`config.mk`:
```
export PLATFORM = sky130hd
export DESIGN_NAME = pin_serdes
export DESIGN_NICKNAME = d
export VERILOG_FILES = /design/src/rtl/pin_serdes_pkg.sv /design/src/rtl/ps_regs.sv /design/src/rtl/ps_engine.sv /design/src/rtl/ps_irq.sv /design/src/rtl/pin_serdes.sv
export SDC_FILE = /design/constraint.sdc
export NUM_CORES = 1
export LEC_CHECK = 0
export BUFFER_PORTS_ARGS = -buffer_cell sky130_fd_sc_hd__buf_2
export CORE_ASPECT_RATIO = 1.25
export CORE_UTILIZATION = 29
export CTS_CLUSTER_DIAMETER = 100
export DETAILED_ROUTE_END_ITERATION = 6
export GPL_TIMING_DRIVEN = 0
export PLACE_DENSITY = 0.53
export SLEW_MARGIN = 20
export SYNTH_ARGS = -nofsm -noshare
export SYNTH_HDL_FRONTEND = slang
export SYNTH_SLANG_ARGS = --single-unit
```
`constraint.sdc`:
```
create_clock -name clk_i -period 5.76 [get_ports clk_i]
set_input_delay 1.152 -clock clk_i [delete_from_list [all_inputs] [get_ports clk_i]]
set_output_delay 1.152 -clock clk_i [all_outputs]
set_load 0.05 [all_outputs]
```
`src/rtl/pin_serdes_pkg.sv`:
```
package pin_serdes_pkg;
  typedef enum logic [1:0] {
    ST_IDLE  = 2'd0,
    ST_SHIFT = 2'd1,
    ST_GAP   = 2'd2
  } eng_state_e;
endpackage

```
`src/rtl/ps_regs.sv`:
```
module ps_regs #(
  parameter int MAX_BITS = 64,
  parameter int WORD_W   = 32,
  localparam int NWORDS  = MAX_BITS / WORD_W,
  localparam int ADDR_W  = $clog2(3 * NWORDS)
) (
  input  logic                clk_i,
  input  logic                rst_ni,
  input  logic                wr_en_i,
  input  logic [ADDR_W-1:0]   wr_addr_i,
  input  logic [WORD_W-1:0]   wr_data_i,
  output logic [MAX_BITS-1:0] data_o,
  output logic [MAX_BITS-1:0] mask_o,
  output logic [MAX_BITS-1:0] pol_o
);
  for (genvar w = 0; w < NWORDS; w++) begin : g_word
    logic [WORD_W-1:0] data_q, mask_q, pol_q;

    always_ff @(posedge clk_i or negedge rst_ni) begin
      if (!rst_ni) begin
        data_q <= '0;
        mask_q <= '0;
        pol_q  <= '0;
      end else if (wr_en_i) begin
        if (wr_addr_i == ADDR_W'(w))            data_q <= wr_data_i;
        if (wr_addr_i == ADDR_W'(NWORDS + w))   mask_q <= wr_data_i;
        if (wr_addr_i == ADDR_W'(2*NWORDS + w)) pol_q  <= wr_data_i;
      end
    end

    assign data_o[w*WORD_W +: WORD_W] = data_q;
    assign mask_o[w*WORD_W +: WORD_W] = mask_q;
    assign pol_o [w*WORD_W +: WORD_W] = pol_q;


    data_wr_chk: assert property (@(posedge clk_i) disable iff (!rst_ni)
      (wr_en_i && wr_addr_i == ADDR_W'(w)) |=> (data_o[w*WORD_W +: WORD_W] == $past(wr_data_i)));
  end
endmodule

```
`src/rtl/ps_engine.sv`:
```
module ps_engine
  import pin_serdes_pkg::*;
#(
  parameter int MAX_BITS = 64,
  parameter int CLK_DIV  = 2,
  parameter int MIN_BITS = 4,
  localparam int LEN_W   = $clog2(MAX_BITS + 1),
  localparam int IDX_W   = $clog2(MAX_BITS),
  localparam int CNT_W   = (CLK_DIV > 1) ? $clog2(CLK_DIV) : 1
) (
  input  logic                clk_i,
  input  logic                rst_ni,
  input  logic                trig_i,
  input  logic                cont_i,
  input  logic                src_reg_i,
  input  logic [LEN_W-1:0]    len_i,
  input  logic [MAX_BITS-1:0] pin_i,
  input  logic [MAX_BITS-1:0] data_i,
  input  logic                miso_i,
  output logic                sck_o,
  output logic                cs_no,
  output logic                mosi_o,
  output logic [MAX_BITS-1:0] par_o,
  output logic                busy_o
);
  eng_state_e           state_q;
  logic [CNT_W-1:0]     cnt_q;
  logic [IDX_W-1:0]     idx_q;
  logic [MAX_BITS-1:0]  tx_q, rx_q, par_q;
  logic                 sck_q, cs_n_q;
  logic [LEN_W-1:0]     len_eff;
  logic                 cnt_last;

  always_comb begin
    if (len_i < LEN_W'(MIN_BITS))      len_eff = LEN_W'(MIN_BITS);
    else if (len_i > LEN_W'(MAX_BITS)) len_eff = LEN_W'(MAX_BITS);
    else                               len_eff = len_i;
  end

  assign cnt_last = (cnt_q == CNT_W'(CLK_DIV - 1));

  always_ff @(posedge clk_i or negedge rst_ni) begin
    if (!rst_ni) begin
      state_q <= ST_IDLE;
      cnt_q   <= '0;
      idx_q   <= '0;
      tx_q    <= '0;
      rx_q    <= '0;
      par_q   <= '0;
      sck_q   <= 1'b0;
      cs_n_q  <= 1'b1;
    end else begin
      unique case (state_q)
        ST_IDLE: begin
          if (trig_i || cont_i) begin
            tx_q    <= src_reg_i ? data_i : pin_i;
            rx_q    <= '0;
            idx_q   <= IDX_W'(len_eff - LEN_W'(1));
            cnt_q   <= '0;
            cs_n_q  <= 1'b0;
            state_q <= ST_SHIFT;
          end
        end
        ST_SHIFT: begin
          if (cnt_last) begin
            cnt_q <= '0;
            if (!sck_q) begin
              sck_q       <= 1'b1;
              rx_q[idx_q] <= miso_i;
            end else begin
              sck_q <= 1'b0;
              if (idx_q == '0) begin
                cs_n_q  <= 1'b1;
                par_q   <= rx_q;
                state_q <= ST_GAP;
              end else begin
                idx_q <= idx_q - IDX_W'(1);
              end
            end
          end else begin
            cnt_q <= cnt_q + CNT_W'(1);
          end
        end
        ST_GAP: begin
          if (cnt_last) begin
            cnt_q   <= '0;
            state_q <= ST_IDLE;
          end else begin
            cnt_q <= cnt_q + CNT_W'(1);
          end
        end
        default: state_q <= ST_IDLE;
      endcase
    end
  end

  assign sck_o  = sck_q;
  assign cs_no  = cs_n_q;
  assign mosi_o = !cs_n_q && tx_q[idx_q];
  assign par_o  = par_q;
  assign busy_o = (state_q != ST_IDLE);


  sck_idle_low_chk: assert property (@(posedge clk_i) disable iff (!rst_ni)
    cs_n_q |-> !sck_q);

  sck_rise_in_frame_chk: assert property (@(posedge clk_i) disable iff (!rst_ni)
    $rose(sck_q) |-> !cs_n_q);

  par_hold_chk: assert property (@(posedge clk_i) disable iff (!rst_ni)
    !$rose(cs_n_q) |-> $stable(par_q));

  gap_cs_high_chk: assert property (@(posedge clk_i) disable iff (!rst_ni)
    (state_q == ST_GAP) |-> cs_n_q);
endmodule

```
`src/rtl/ps_irq.sv`:
```
module ps_irq #(
  parameter int MAX_BITS = 64
) (
  input  logic                clk_i,
  input  logic                rst_ni,
  input  logic [MAX_BITS-1:0] par_i,
  input  logic [MAX_BITS-1:0] mask_i,
  input  logic [MAX_BITS-1:0] pol_i,
  output logic                irq_o
);
  logic [MAX_BITS-1:0] hit;

  assign hit   = mask_i & ~(par_i ^ pol_i);
  assign irq_o = |hit;


  irq_mask_chk: assert property (@(posedge clk_i) disable iff (!rst_ni)
    (mask_i == '0) |-> !irq_o);

  irq_stable_chk: assert property (@(posedge clk_i) disable iff (!rst_ni)
    ($stable(par_i) && $stable(mask_i) && $stable(pol_i)) |-> $stable(irq_o));
endmodule

```
`src/rtl/pin_serdes.sv`:
```
module pin_serdes #(
  parameter int MAX_BITS = 64,
  parameter int WORD_W   = 32,
  parameter int CLK_DIV  = 2,
  localparam int LEN_W   = $clog2(MAX_BITS + 1),
  localparam int ADDR_W  = $clog2(3 * (MAX_BITS / WORD_W))
) (
  input  logic                clk_i,
  input  logic                rst_ni,
  input  logic [LEN_W-1:0]    cfg_len_i,
  input  logic                cfg_src_reg_i,
  input  logic                cfg_cont_i,
  input  logic                trig_i,
  input  logic [MAX_BITS-1:0] pin_i,
  input  logic                wr_en_i,
  input  logic [ADDR_W-1:0]   wr_addr_i,
  input  logic [WORD_W-1:0]   wr_data_i,
  input  logic                miso_i,
  output logic                sck_o,
  output logic                cs_no,
  output logic                mosi_o,
  output logic [MAX_BITS-1:0] par_o,
  output logic                irq_o,
  output logic                busy_o
);
  logic [MAX_BITS-1:0] data_w, mask_w, pol_w, par_w;

  ps_regs #(.MAX_BITS(MAX_BITS), .WORD_W(WORD_W)) i_regs (
    .clk_i     (clk_i),
    .rst_ni    (rst_ni),
    .wr_en_i   (wr_en_i),
    .wr_addr_i (wr_addr_i),
    .wr_data_i (wr_data_i),
    .data_o    (data_w),
    .mask_o    (mask_w),
    .pol_o     (pol_w)
  );

  ps_engine #(.MAX_BITS(MAX_BITS), .CLK_DIV(CLK_DIV)) i_engine (
    .clk_i     (clk_i),
    .rst_ni    (rst_ni),
    .trig_i    (trig_i),
    .cont_i    (cfg_cont_i),
    .src_reg_i (cfg_src_reg_i),
    .len_i     (cfg_len_i),
    .pin_i     (pin_i),
    .data_i    (data_w),
    .miso_i    (miso_i),
    .sck_o     (sck_o),
    .cs_no     (cs_no),
    .mosi_o    (mosi_o),
    .par_o     (par_w),
    .busy_o    (busy_o)
  );

  ps_irq #(.MAX_BITS(MAX_BITS)) i_irq (
    .clk_i  (clk_i),
    .rst_ni (rst_ni),
    .par_i  (par_w),
    .mask_i (mask_w),
    .pol_i  (pol_w),
    .irq_o  (irq_o)
  );

  assign par_o = par_w;
endmodule

```
* After elaboration in Yosys (flattened, before gate mapping) *
Index checks and enable logic that the tools add are counted.

operators by class
  order comparisons = 4
  add/sub/neg operators = 3
  bitwise gates (word level) = 3
  equal/unequal tests = 14
  muxes and demuxes = 31
  reduce and logical (&&, ||, !) cells = 26

operators with widths
  operator             count
  $mux 64              4
  $pmux 64 s2          1
  $and 64x64->64       1
  $bwmux 64            1
  $not 64->64          1
  $reduce_or 64->1     1
  $xor 64x64->64       1
  $mux 6               6
  $reduce_and 2->1     9
  $reduce_and 5->1     3
  $pmux 6 s2           1
  $sub 6x1->6 const B  2
  $mux 2               5
  $ne 2x1->1 const B   5
  $mux 1               8
  $reduce_and 4->1     2
  $gt 7x7->1 const B   1
  $lt 6x7->1 const B   1
  $lt 7x3->1 const B   1
  $bmux 1 s6           1
  $demux 1 s6          1
  $eq 3x2->1 const B   2
  $eq 3x3->1 const B   2
  $ge 6x1->1 const B   1
  15 further kinds     20

word-level totals
  flip-flop bits (word level) = 395
  word-level logic and storage cells = 95
  output and inout bits = 69
  input bits = 113

* Logic depth before layout (Yosys ltp) *
  depth after elaboration = 8
  depth in mapped cells = 11
  gate-level depth less buffers = 9

* Cells and area by module *
From an unflattened synthesis, not the netlist that was laid out.

unflattened totals
  cells, all modules = 1407
  area, all modules = 18242.5 um2

by module, submodules not included
  module     instances  cells each  area each (um2)  sequential area each (um2)
  ps_engine  1          888         10074.7          5081.1
  ps_regs    1          412         7300.8           4804.6
  ps_irq     1          107         867.1            0.0

* Worst setup path before layout *
Ideal clock, no wire load.

  path kind = reg2out
  start = reg i_engine.idx_q[0]
  end = out mosi_o
  path slack = 2215 ps
  required time = 4608 ps
  path buffers = 3
  cell stages (with the launch flop) = 9
  arrival time = 2393 ps
  cells stage by stage = dfrtp_1 > buf_4 > clkbuf_1 > nor3_1 > clkbuf_1 > a221oi_1 > o22ai_1 > nor3_1 > a31oi_1

between the ends
  longest elaborated chain between the ends = 3

RTL lines
  what                          line              text
  start, declared               ps_engine.sv:28   logic [IDX_W-1:0] idx_q;
  start signal, assigned        ps_engine.sv:58   idx_q <= IDX_W'(len_eff - LEN_W'(1));
  start signal, assigned        ps_engine.sv:77   idx_q <= idx_q - IDX_W'(1);
  $bmux 1 s6                    ps_engine.sv:99   assign mosi_o = !cs_n_q && tx_q[idx_q];
  $mux 1 (not written as such)  ps_engine.sv:99
  $logic_and 1x1->1             ps_engine.sv:99
  end, declared                 pin_serdes.sv:21  output logic mosi_o,

No other way between the ends. The select of a mux whose other input is x is not followed.

* Final worst setup path *
Same ends and word-level chain as after synthesis.

==> results.md <==
- DRC viols: 0
- Inserted Clock Buffers: 43
- Hold Crit Start: i_engine.tx_q[23]
- Fin crit period: 5760 ps
- Worst Path Max Fanout: 10
- GPL Wtd Cong: 0.875
- Fmax: 174 MHz
- Worst min path class: reg -> reg
- Synth area leader: dfrtp_1
- Hold path cells: 2
- R2R depth: 8
- Total overflow reported by the global router: 0
- Most common cell in the synthesized netlist: dfrtp_1
- Syn Std Cell Area: 17900 µm²
- CTS hold repair buffers: 0
- Drt first pass iters: 6
- Fin crit share: 100%
- Post-route ant nets: 0
- Largest net degree at the start of global routing: 90
- Max-Cap Viols: 0
- Initial antenna violation count: 1
- Initial Util: 29.4%
- Vias in the first global route: 13055
- Least-Margin Pin Slew: 1200 ps
- Ys Warns: 0
- Port Buf Inserts: 180
- Chip height: 280 µm
- Die width: 224 µm
- Clock sinks: 395
- Via-to-Cell Ratio: 5.01
- Worst path arrival time: 4610 ps
- Top cells by count, synth: dfrtp_1 (394), mux2_2 (200), nand2_1 (151)
- TNS Setup: 0 ps
- Critical Path End Type: output port
- Worst-Skew Late Latency: 580 ps
- RR Startpoint: i_engine.idx_q[0]
- Unrepaired setup endpoints after global routing: false
- Hold slack: 483 ps
- Vias: 12555
- Site row count: 101
- Final setup fails: 0
- Post-synthesis async set-or-reset flop share: 100%
- Critical path required time: 4610 ps
- Cell count after synthesis: 1424
- Layout cell share with drive strength beyond 1: 31.9%
- # H-tree levels: 2
- Setup Fix Bufs, Post-CTS: 0
- Worst-path clk slew: 60 ps
- Unique cell type count in the Yosys netlist: 55
- Cell Pwr Density: 443 nW/µm²
- Mapped Avg Cell Area: 12.6 µm²
- Register bit total from synthesis: 395
- Total die area: 62600 µm²
- Skew final: 15.4 ps
- Yosys top cell area share: 55.2%
- Post-synthesis sequential area ratio: 55.3%
- Post-synthesis net count: 1542
- Max-slew headroom: 18.9%
- I/O pin count: 182
- Initial DRC count: 838
- Worst VDD drop: 0.000248 V
- LEAKAGE: 0.00970 µW
- EDFF count, synth: 0
- Hold endpoint: i_engine.tx_q[23]
- Maximum clock path buffer count: 3
- Routed wire length: 62700 µm
- Slew Limit Fails: 0
- WL per Instance: 25.0 µm
- Post-CTS resize count: 0
- Total GRT Usage: 20.2%
- Final net count: 1771
- Antenna Cells: 0
- WS Path Type: reg -> out
- First-pass GRT wire length: 91100 µm
- Final Hold Vio Count: 0
- Hpwl dp: 47500 µm
- Reg-to-reg slack, setup: 2490 ps
- Layout area overhead: 19.8%
- CTS root buf: clkbuf_16
- Primary FF master, synth: dfrtp_1
- Fill cells: 5977
- Outcome: finished, final reports clean
- TritonCTS clock tree: yes
- CORE AREA: 60800 µm²
- Worst Setup Start Kind: flop
- RR Endpoint: i_engine.idx_q[5]
- Synth top area cells: dfrtp_1 (55%), mux2_2 (13%), mux2_4 (5.0%)
[critical path: stages, from the launching register on]
cell and delay, ps:
dfrtp_1 350, buf_4 210, clkbuf_1 310, nor3_1 770
clkbuf_1 810, a221oi_1 420, o22ai_1 320, nor3_1 70
a31oi_1 390, buf_2 350
[cell usage in the layout (no fill, tap or decap), types with 10 or more instances in the layout]
cell	count
a22o_1	65
a22oi_1	36
buf_1	11
buf_2	184
clkbuf_1	71
clkbuf_16	45
dfrtp_1	394
mux2_2	200
mux2_4	60
mux2i_1	72
nand2_1	151
nor2_1	27
nor3_1	10
o21ai_0	141
xnor2_1	68
[cell type report]
cell class	count	area (µm²)	area share [%]
sequential	395	9890	46.2
timing repair buffer	184	1020	4.77
buffer	86	378	1.76
clock inverter	16	235	1.10
clock buffer	60	1250	5.85
inverter	7	26.3	0.123
multi-input combinational	936	7590	35.4
tap	824	1030	4.81
[through the flow]
step / setup WS (ps) / instances / power [µW] / area [µm²] / util (%)
final: 2.62 / 2508 / 9490 / 21400 / 35.2
after global placement: -4350 / 2428 / 6470 / 19800 / 32.6
after CTS: 192 / 2508 / 9530 / 21400 / 35.2
after detailed placement: 809 / 2432 / 6550 / 19900 / 32.8
after floorplan: 2220 / 1424 / 5400 / 17900 / -
after global routing: 30.9 / 2508 / 9920 / 21400 / 35.2
[worst max path at each step]
stage / from / end / slack [ps] / cells past startpoint
floorplan: i_engine.idx_q[0] / mosi_o / 2220 / 8
global placement: rst_ni / i_engine.par_o[56] / -4350 / 1
detailed placement: i_engine.idx_q[0] / mosi_o / 810 / 9
CTS: i_engine.idx_q[0] / mosi_o / 190 / 9
global route: i_engine.idx_q[0] / mosi_o / 30 / 9
finish: i_engine.idx_q[0] / mosi_o / 3 / 9
[power by group]
part           switching [µW]  leakage, µW  internal, µW
sequential                379      0.00502          3340
combinational            1830      0.00395           981
clock                    1170     0.000731          1780
[state kept, by name (all words and copies together), names as in the netlist]
signal / flops
i_engine.idx_q: 6
i_engine.tx_q: 64
i_engine.rx_q: 64
i_engine.cs_no: 1
i_engine.state_q: 2
i_regs.g_word.mask_q: 64
i_engine.sck_o: 1
i_engine.par_o: 64
i_engine.cnt_last: 1
i_regs.g_word.data_q: 64
i_regs.g_word.pol_q: 64
[layer usage]
metal / GRT usage [%] / share of wire [%] / wire length (µm)
met4: 6.57 / 3.0 / 1850
met5: 0 / 0 / 0
met2: 35.3 / 50 / 31500
met1: 25.2 / 41 / 25900
met3: 3.35 / 5.4 / 3400
[logic make-up (layout without fill, tap and decap cells)]
| family | count (synthesis) | after routing | synth area share [%] |
|---|---|---|---|
| AO/OA/AOI/OAI | 277 | 277 | 10.1 |
| adder cells (fa/ha/maj) | 5 | 5 | 0.350 |
| multiplexers | 337 | 337 | 22.3 |
| flip-flops | 395 | 395 | 55.3 |
| buffers and inverters | 93 | 353 | 2.26 |
| AND/OR/NAND/NOR | 248 | 248 | 6.34 |
| XOR/XNOR | 69 | 69 | 3.38 |
(Power assumes the default switching activity.)
